==> src/rtl/sfifo_pkg.sv <==
package sfifo_pkg;
  localparam logic [7:0] BOOT_CH0_ONLY = 8'h04;
  localparam logic [7:0] BOOT_CH1_ONLY = 8'h61;
  localparam logic [7:0] BOOT_SHARED   = 8'h2A;

  typedef enum logic [1:0] {
    SPLIT_ALL0   = 2'b00,
    SPLIT_HALF_A = 2'b01,
    SPLIT_HALF_B = 2'b10,
    SPLIT_ALL1   = 2'b11
  } split_e;

  // reset-time configuration chosen from the channel enables
  function automatic logic [7:0] boot_cfg(input logic [1:0] en);
    case (en)
      2'b01:   return BOOT_CH0_ONLY;
      2'b10:   return BOOT_CH1_ONLY;
      default: return BOOT_SHARED;
    endcase
  endfunction

  // fill level for a threshold code: full, 3/4, 1/2, 1/4 of the share
  function automatic int level_of(input int cap, input logic [1:0] code);
    return (cap / 4) * (4 - int'(code));
  endfunction
endpackage

==> src/rtl/sfifo_cfg.sv <==
module sfifo_cfg
  import sfifo_pkg::*;
#(
  parameter int DEPTH = 16,
  localparam int CW = $clog2(DEPTH + 1)
) (
  input  logic          clk,
  input  logic          rst_n,
  input  logic [1:0]    chan_en,
  input  logic          wr_en,
  input  logic [7:0]    wr_data,
  input  logic          both_empty,
  output logic          apply,
  output logic [7:0]    active,
  output logic [CW-1:0] cap0,
  output logic [CW-1:0] cap1,
  output logic [CW-1:0] thr0,
  output logic [CW-1:0] thr1
);
  logic [7:0] act_q, pend_q;
  logic       pend_v;

  assign apply  = both_empty && (wr_en || pend_v);
  assign active = act_q;

  always_ff @(posedge clk) begin
    if (!rst_n) begin
      act_q  <= boot_cfg(chan_en);
      pend_q <= '0;
      pend_v <= 1'b0;
    end else if (apply) begin
      act_q  <= wr_en ? wr_data : pend_q;
      pend_v <= 1'b0;
    end else if (wr_en) begin
      pend_q <= wr_data;
      pend_v <= 1'b1;
    end
  end

  always_comb begin
    case (split_e'(act_q[6:5]))
      SPLIT_ALL0: begin cap0 = CW'(DEPTH);     cap1 = '0;             end
      SPLIT_ALL1: begin cap0 = '0;             cap1 = CW'(DEPTH);     end
      default:    begin cap0 = CW'(DEPTH / 2); cap1 = CW'(DEPTH / 2); end
    endcase
  end

  assign thr0 = CW'(level_of(int'(cap0), act_q[3:2]));
  assign thr1 = CW'(level_of(int'(cap1), act_q[1:0]));
endmodule

==> src/rtl/sfifo_chan.sv <==
module sfifo_chan #(
  parameter int DEPTH = 16,
  localparam int AW = $clog2(DEPTH),
  localparam int CW = $clog2(DEPTH + 1)
) (
  input  logic          clk,
  input  logic          rst_n,
  input  logic [CW-1:0] cap,
  input  logic [CW-1:0] thr,
  input  logic          restart,
  input  logic          in_valid,
  output logic          in_ready,
  input  logic          out_ready,
  output logic          out_valid,
  input  logic          flush,
  output logic          dma_req,
  output logic          dma_off,
  output logic          err,
  output logic          wr_en,
  output logic [AW-1:0] wr_idx,
  output logic [AW-1:0] rd_idx,
  output logic          empty
);
  logic [CW-1:0] count;
  logic [AW-1:0] wp, rp;
  logic          full, push, pop;

  function automatic logic [AW-1:0] bump(input logic [AW-1:0] p, input logic [CW-1:0] lim);
    return (CW'(p) == lim - CW'(1)) ? '0 : p + AW'(1);
  endfunction

  assign full      = (count == cap);
  assign empty     = (count == '0);
  assign dma_off   = (cap == '0);
  assign in_ready  = !full && !restart;
  assign out_valid = !empty;
  assign push      = in_valid && in_ready;
  assign pop       = out_ready && !empty;
  assign dma_req   = !dma_off && ((count >= thr) || (flush && !empty));
  assign wr_en     = push;
  assign wr_idx    = wp;
  assign rd_idx    = rp;

  always_ff @(posedge clk) begin
    if (!rst_n) begin
      count <= '0;
      wp    <= '0;
      rp    <= '0;
      err   <= 1'b0;
    end else begin
      err <= (in_valid && !in_ready) || (out_ready && empty);
      if (restart) begin
        count <= '0;
        wp    <= '0;
        rp    <= '0;
      end else begin
        if (push) wp <= bump(wp, cap);
        if (pop)  rp <= bump(rp, cap);
        case ({push, pop})
          2'b10:   count <= count + CW'(1);
          2'b01:   count <= count - CW'(1);
          default: count <= count;
        endcase
      end
    end
  end
endmodule

==> src/rtl/sfifo_store.sv <==
module sfifo_store #(
  parameter int DEPTH  = 16,
  parameter int DATA_W = 32,
  parameter int NP     = 2,
  localparam int AW = $clog2(DEPTH)
) (
  input  logic                 clk,
  input  logic [NP-1:0]        we,
  input  logic [NP*AW-1:0]     waddr,
  input  logic [NP*DATA_W-1:0] wdata,
  input  logic [NP*AW-1:0]     raddr,
  output logic [NP*DATA_W-1:0] rdata
);
  logic [DATA_W-1:0] mem [DEPTH];

  always_ff @(posedge clk) begin
    for (int p = 0; p < NP; p++) begin
      if (we[p]) mem[waddr[p*AW +: AW]] <= wdata[p*DATA_W +: DATA_W];
    end
  end

  for (genvar p = 0; p < NP; p++) begin : g_rd
    assign rdata[p*DATA_W +: DATA_W] = mem[raddr[p*AW +: AW]];
  end
endmodule

==> src/rtl/sfifo_split.sv <==
module sfifo_split
  import sfifo_pkg::*;
#(
  parameter int DATA_W = 32,
  parameter int DEPTH  = 16
) (
  input  logic                clk,
  input  logic                rst_n,
  input  logic [1:0]          chan_en,
  input  logic                cfg_wr_en,
  input  logic [7:0]          cfg_wr_data,
  output logic [7:0]          cfg_active,
  input  logic [1:0]          in_valid,
  output logic [1:0]          in_ready,
  input  logic [2*DATA_W-1:0] in_data,
  output logic [1:0]          out_valid,
  input  logic [1:0]          out_ready,
  output logic [2*DATA_W-1:0] out_data,
  input  logic [1:0]          flush,
  output logic [1:0]          dma_req,
  output logic [1:0]          dma_off,
  output logic [1:0]          err_pulse
);
  localparam int NCH = 2;
  localparam int AW  = $clog2(DEPTH);
  localparam int CW  = $clog2(DEPTH + 1);

  logic [CW-1:0]     cap [NCH];
  logic [CW-1:0]     thr [NCH];
  logic [AW-1:0]     widx [NCH];
  logic [AW-1:0]     ridx [NCH];
  logic [AW-1:0]     base [NCH];
  logic [NCH-1:0]    empty, we;
  logic [NCH*AW-1:0] waddr, raddr;
  logic              apply;

  sfifo_cfg #(.DEPTH(DEPTH)) cfg_i (
    .clk(clk), .rst_n(rst_n), .chan_en(chan_en),
    .wr_en(cfg_wr_en), .wr_data(cfg_wr_data),
    .both_empty(&empty), .apply(apply), .active(cfg_active),
    .cap0(cap[0]), .cap1(cap[1]), .thr0(thr[0]), .thr1(thr[1])
  );

  // channel 1's region begins right after channel 0's share
  assign base[0] = '0;
  assign base[1] = AW'(cap[0]);

  for (genvar c = 0; c < NCH; c++) begin : g_ch
    sfifo_chan #(.DEPTH(DEPTH)) chan_i (
      .clk(clk), .rst_n(rst_n), .cap(cap[c]), .thr(thr[c]), .restart(apply),
      .in_valid(in_valid[c]), .in_ready(in_ready[c]),
      .out_ready(out_ready[c]), .out_valid(out_valid[c]),
      .flush(flush[c]), .dma_req(dma_req[c]), .dma_off(dma_off[c]),
      .err(err_pulse[c]), .wr_en(we[c]), .wr_idx(widx[c]), .rd_idx(ridx[c]),
      .empty(empty[c])
    );
    assign waddr[c*AW +: AW] = base[c] + widx[c];
    assign raddr[c*AW +: AW] = base[c] + ridx[c];
  end

  sfifo_store #(.DEPTH(DEPTH), .DATA_W(DATA_W), .NP(NCH)) store_i (
    .clk(clk), .we(we), .waddr(waddr), .wdata(in_data),
    .raddr(raddr), .rdata(out_data)
  );
endmodule

==> config.mk <==
export PLATFORM = sky130hd
export DESIGN_NAME = sfifo_split
export DESIGN_NICKNAME = d
export VERILOG_FILES = /design/src/rtl/sfifo_pkg.sv /design/src/rtl/sfifo_cfg.sv /design/src/rtl/sfifo_chan.sv /design/src/rtl/sfifo_store.sv /design/src/rtl/sfifo_split.sv
export SDC_FILE = /design/constraint.sdc
export NUM_CORES = 1
export LEC_CHECK = 0
export BUFFER_PORTS_ARGS = -buffer_cell sky130_fd_sc_hd__buf_4
export CAP_MARGIN = 30
export CORE_MARGIN = 2
export CORE_UTILIZATION = 41
export DETAILED_ROUTE_END_ITERATION = 8
export GPL_TIMING_DRIVEN = 0
export HOLD_SLACK_MARGIN = 0.15
export PLACE_DENSITY_LB_ADDON = 0.15
export SYNTH_ARGS = -nofsm -noshare
export SYNTH_HDL_FRONTEND = slang
export SYNTH_SLANG_ARGS = --single-unit
==> constraint.sdc <==
create_clock -name clk -period 7.7 [get_ports clk]
set_clock_uncertainty 0.2 [all_clocks]
set_input_delay 0.385 -clock clk [delete_from_list [all_inputs] [get_ports clk]]
set_output_delay 0.385 -clock clk [all_outputs]
set_load 0.1 [all_outputs]
Yosys cells after proc, flatten, opt, wreduce, memory -nomap -nowiden
Memories as Yosys holds them, arrays and structs flattened. A register that Yosys moved wholly into a read port is not among the register bits.
Cells that the tools add are included.

word-level totals
  flip-flop bits (word level) = 45
  RAM bits = 512
  output and inout port bits = 82
  word-level logic and storage cells = 101
  memories kept = 1

operators by class
  add/sub/neg operators = 14
  $mul = 2
  order comparisons = 2
  equal/unequal tests = 14
  muxes and demuxes = 18
  bitwise operators = 1
  reduce and logical (&&, ||, !) cells = 38

memory list
  memory       depth  bits a word  rd ports  clocked after memory_dff  wr ports  line               RTL
  store_i.mem  16     32           2         1                         2         sfifo_store.sv:14  logic [DATA_W-1:0] mem [DEPTH];

operator list
  cell                                                   number
  multiplier 4 x 32 -> 5 bit                             2
  one-hot mux 5 bit (2 select lines)                     4
  two-way mux 4 bit                                      6
  two-way mux 8 bit                                      3
  == test 4 x 5 -> 1 bit                                 4
  logical NOT 5 bit                                      4
  subtractor 5 x 1 -> 5 bit, second input constant       4
  adder 4 x 1 -> 4 bit, second input constant            4
  logical AND 1 bit                                      15
  one-hot mux 7 bit (2 select lines)                     1
  adder 5 x 1 -> 5 bit, second input constant            2
  == test 5 bit                                          2
  greater-or-equal comparator 5 bit                      2
  logical NOT 1 bit                                      9
  adder 4 bit                                            2
  == test 2 bit, second input constant                   4
  subtractor 3 x 2 -> 4 bit, first input constant        2
  == test 2 x 1 -> 1 bit, second input constant          3
  logical OR 1 bit                                       5
  two-way mux 1 bit                                      4
  nonzero test 2 bit                                     2
  logical NOT 2 bit                                      1
  inequality test 2 x 1 -> 1 bit, second input constant  1
  AND reduction 2 bit                                    1
  other kinds (2)                                        2

Logic depth before layout (Yosys ltp)
  depth in word-level cells = 8
  gate-level depth with buffers = 16
  mapped depth without buffers = 14

By module
Synthesis repeated with hierarchy kept, for this count alone.

unflattened totals
  cells, all modules = 2131
  area, all modules = 33260.6 um^2

modules (own cells, without submodules)
  module       instances  cells each  area an instance (um^2)  sequential area each (um^2)
  sfifo_store  1          1732        29632.2                  15374.7
  sfifo_chan   2          136         1151.1                   280.3
  sfifo_cfg    1          108         1119.8                   420.4
  sfifo_split  1          19          206.4                    0.0

Least setup slack after synthesis
No wires, ideal clock.

  path kind = reg-to-reg
  from = register cfg_i.act_q[5] (netlist: cfg_i.active[5])
  to = memory store_i.mem[3][0] (enable)
  library setup time = 0.466 ns
  arrival time = 4.393 ns
  data required time = 7.034 ns
  path slack = 2.642 ns
  stages on the path, launching flop included = 8
  path buffers = 1
  period minus slack after synthesis = 5.058 ns
  cells stage by stage = edfxtp_1 inv_1 ha_1 buf_4 xor2_1 nor3_1 a211o_1 o21ai_0

RTL lines
  element                 line               RTL
  from (decl)             sfifo_cfg.sv:20    logic [7:0] act_q, pend_q;
  from (signal assigned)  sfifo_cfg.sv:28    act_q <= boot_cfg(chan_en);
  from (signal assigned)  sfifo_cfg.sv:32    act_q <= wr_en ? wr_data : pend_q;
  to (decl)               sfifo_store.sv:14

Final worst setup path
  from = register cfg_i.act_q[6] (netlist: cfg_i.active[6])
  to = output port out_data[42]

between the ends
  longest elaborated chain between the ends = 4
  elaborated cells between the ends (all ways) = 5

ends and longest elaborated chain
  element                                             line               RTL
  == test 2 bit or logical NOT 2 bit (tied branches)  sfifo_cfg.sv:41    case (split_e'(act_q[6:5]))
  one-hot mux 5 bit (2 select lines) *                sfifo_cfg.sv:41
  adder 4 bit *                                       sfifo_split.sv:58  assign raddr[c*AW +: AW] = base[c] + ridx[c];
  memory read (16 x 32 bit) *                         --
  to (decl)                                           sfifo_split.sv:18  output logic [2*DATA_W-1:0] out_data,

Every way passes the cells marked *; elsewhere a longest branch is shown, timed or not.

==> key figures <==
Clock network
  • CTS Buf Count: 67
  • CTS tree: done
  • Hold-fix buffers, CTS: 114
  • Maximum clock path buffer count: 3
  • Postcts setup bufs: 0
  • Clock Latency Late Sink: 0.61 ns
  • Root Buffer Master: clkbuf_16
  • H-tree levels: 3
  • Clock transition at path regs: 0.06 ns
  • Cts repair resizes: 0
  • CTS sink count: 561

Run
  • Max-capacitance violation count: 0

Synth
  • Synthesized cell area: 0.0329 sq mm
  • Sequential fraction of the synthesis area: 0.499
  • Synthesized instance count: 1,941
  • Top FF cell, synth: edfxtp_1
  • Post-synth EDFFs: 520
  • Asr flop ratio synth: 0
  • Synthesized area per cell: 17.0 sq um
  • Synth Register Bits: 561
  • Distinct cells, synth: 54
  • Syn nets: 2,063
  • Synth warn: 0

Timing
  • Max Freq: 222 MHz
  • Endpoints failing setup: 0
  • Pins Over Slew Limit: 0
  • Endpoints failing hold: 0
  • Fin crit share: 0.584
  • Fin Setup TNS: 0 ns
  • Least-Margin Pin Slew: 1.08 ns
  • Final Critical Period: 4.49 ns
  • Final worst slack: 3.21 ns
  • Rel. slew slack: 0.281
  • RSZ-0062 raised after global routing: false

Worst setup path
  • Crit path required time: 7.11 ns
  • Slowest stage delay, CP: 0.72 ns
  • Worst setup path class: reg2out
  • Startpoint type of the worst setup path: register
  • Crit path buf inv count: 4
  • Worst Path Arrival: 3.91 ns
  • Worst-path fanout max: 10
  • CP Cell Sequence: inv_1 > ha_1 > buf_4 > xor2_1 > buf_2 > mux4_2 > buf_4
  • Crit-path leading delay family: buffers and inverters
  • Critical Path Sink Type: output port
  • Worst path most repeated cell: buf_4
  • Slowest cell on the critical path: xor2_1

Die
  • Cell row count: 103
  • I/O pins: 165
  • Chip Height: 287 microns
  • Die span in x: 287 microns
  • Core ar.: 0.0793 sq mm
  • Die area: 0.0826 sq mm
  • Initial Utilization: 0.415

Cells and area
  • Non-Filler Instances: 3,442
  • Layout cells sized above 1: 0.519
  • Diode count: 0
  • Commonest non-fill, non-tap cell in the layout: edfxtp_1
  • Final #Nets: 2,461
  • Commonest cells after routing, fill and taps aside: edfxtp_1, mux2_2, mux4_2, buf_4, clkbuf_1
  • Layout filler cell count: 6,668
  • Synth-to-Final Area Change: 21.1%

Placed design
  • Placer Congestion: 0.817
  • Post-detail-place hpwl: 75,200 microns
  • Cell count after placement: 3,205
  • Setup slack after placement: 3.51 ns
  • I/O Buffers: 163

Detailed routing
  • Detail Route Antenna Nets: 0
  • Wire length per cell: 31.6 microns
  • Via-per-instance ratio: 6.07
  • Final WL: 109,000 microns
  • Residual DRC count: 0
  • DRT iter0 DRCs: 2,108
  • Via count: 20,880
  • First-pass DRT Iterations: 5

Pwr
  • Power per cell area: 232 mW/mm^2
  • Worst VDD drop: 0.243 mV
  • Leak Pwr: 13.0 nW
  • Total Power: 0.00923 W

GRT
  • GR Overflow Total: 0
  • Pin count of the biggest net entering global routing: 20
  • GR Util All Layers: 0.265
  • Global-route wire length before repair: 154,000 microns
  • Initial antenna violation count: 2
  • Vias in the first global route: 21,968

Outcome
  • Outcome: finished clean

Worst hold path
  • Worst min path class: reg2reg
## synth_stat cells (8+ instances only)
cell type	number	area, sq um
a21boi_0	8	60.1
nor3_1	8	40.0
ha_1	39	488
inv_1	24	90.1
and2_1	8	50.1
clkbuf_1	119	447
edfxtp_1	520	15600
o21ai_0	15	75.1
nor3_2	8	80.1
nor3_4	8	130
dfxtp_1	41	821
buf_2	49	245
buf_4	15	113
xor2_1	13	114
nor2_1	26	97.6
xnor2_1	12	105
nand3_1	15	75.1
nor2b_1	8	50.1
a21oi_1	26	130
nand2_1	35	131
mux2i_1	13	130
mux2_2	478	5380
buf_6	25	282
o21bai_1	14	105
mux4_2	320	7210
mux2_1	34	383
## worst register-to-register path: stages (launching register included)
cell and delay (ns):
edfxtp_1 0.50, inv_1 0.13, ha_1 0.23, buf_4 0.17, xnor2_1 0.14, nand3_1 0.15, o21ai_4 0.14, nor3_2 0.85
buf_2 0.61, mux2_2 0.40, dlygate4sd3_1 0.56
## registers in the layout, summed over array words and instances (netlist names), named ones only
signal	cells
g_ch.chan_i.rd_idx	8
store_i.mem	512
g_ch.chan_i.err	2
cfg_i.active	8
cfg_i.pend_q	8
g_ch.chan_i.wr_idx	8
cfg_i.pend_v	1
g_ch.chan_i.count	10
## layer usage
layer | part of all wire | global-route usage | wire (microns)
met5 | 0.0010 | 0.00698 | 109
met4 | 0.034 | 0.0940 | 3750
met3 | 0.083 | 0.0619 | 9000
met2 | 0.47 | 0.426 | 51500
met1 | 0.41 | 0.353 | 44300
## layout make-up
cell class / instances / area, sq um / share of cell area
multi-input cells: 1141 / 15400 / 0.388
inverters: 24 / 90.1 / 0.00226
repair buffers: 329 / 3330 / 0.0837
plain buffers: 215 / 1120 / 0.0282
clock inverters: 38 / 310 / 0.00779
well taps: 1050 / 1310 / 0.0330
clock buffers: 84 / 1790 / 0.0450
flip-flops and latches: 561 / 16400 / 0.412
## cell families after synthesis
group,Yosys count,share of synthesized area
AOI/OAI and AO/OA,89,0.0177
buffers and inverters,239,0.0369
xor gates and xnor gates,26,0.00715
DFF,561,0.499
and+or+nand+nor,142,0.0260
muxes,845,0.398
adders and majority gates,39,0.0148
## power by group
group          total, W  internal, W  switching [W]
Combinational   0.00261     0.000882        0.00173
Clock           0.00312      0.00179        0.00133
Sequential      0.00350      0.00345      0.0000482
## through the flow
step	hold slack (ns)	util	instance area [sq um]
final	0.315	0.503	39800
after global routing	0.349	0.503	39800
after CTS	0.309	0.503	39800
after detailed placement	0.257	0.462	36600
after global placement	0.251	0.447	35500
after floorplan	0.243	-	32900
## final timing paths
check,from,to,slack (ns),depth (start not counted)
worst max-delay path,cfg_i.active[6]$_DFFE_PP_,out_data[42],3.21,7
worst min-delay path,g_ch[1].chan_i.rd_idx[3]$_SDFFE_PP0P_,g_ch[1].chan_i.rd_idx[3]$_SDFFE_PP0P_,0.31,2
worst max register to register,cfg_i.active[6]$_DFFE_PP_,store_i.mem[13][5]$_DFFE_PP_,3.38,10
worst min register to register,g_ch[1].chan_i.rd_idx[3]$_SDFFE_PP0P_,g_ch[1].chan_i.rd_idx[3]$_SDFFE_PP0P_,0.31,2
(Power assumes the default switching activity.)
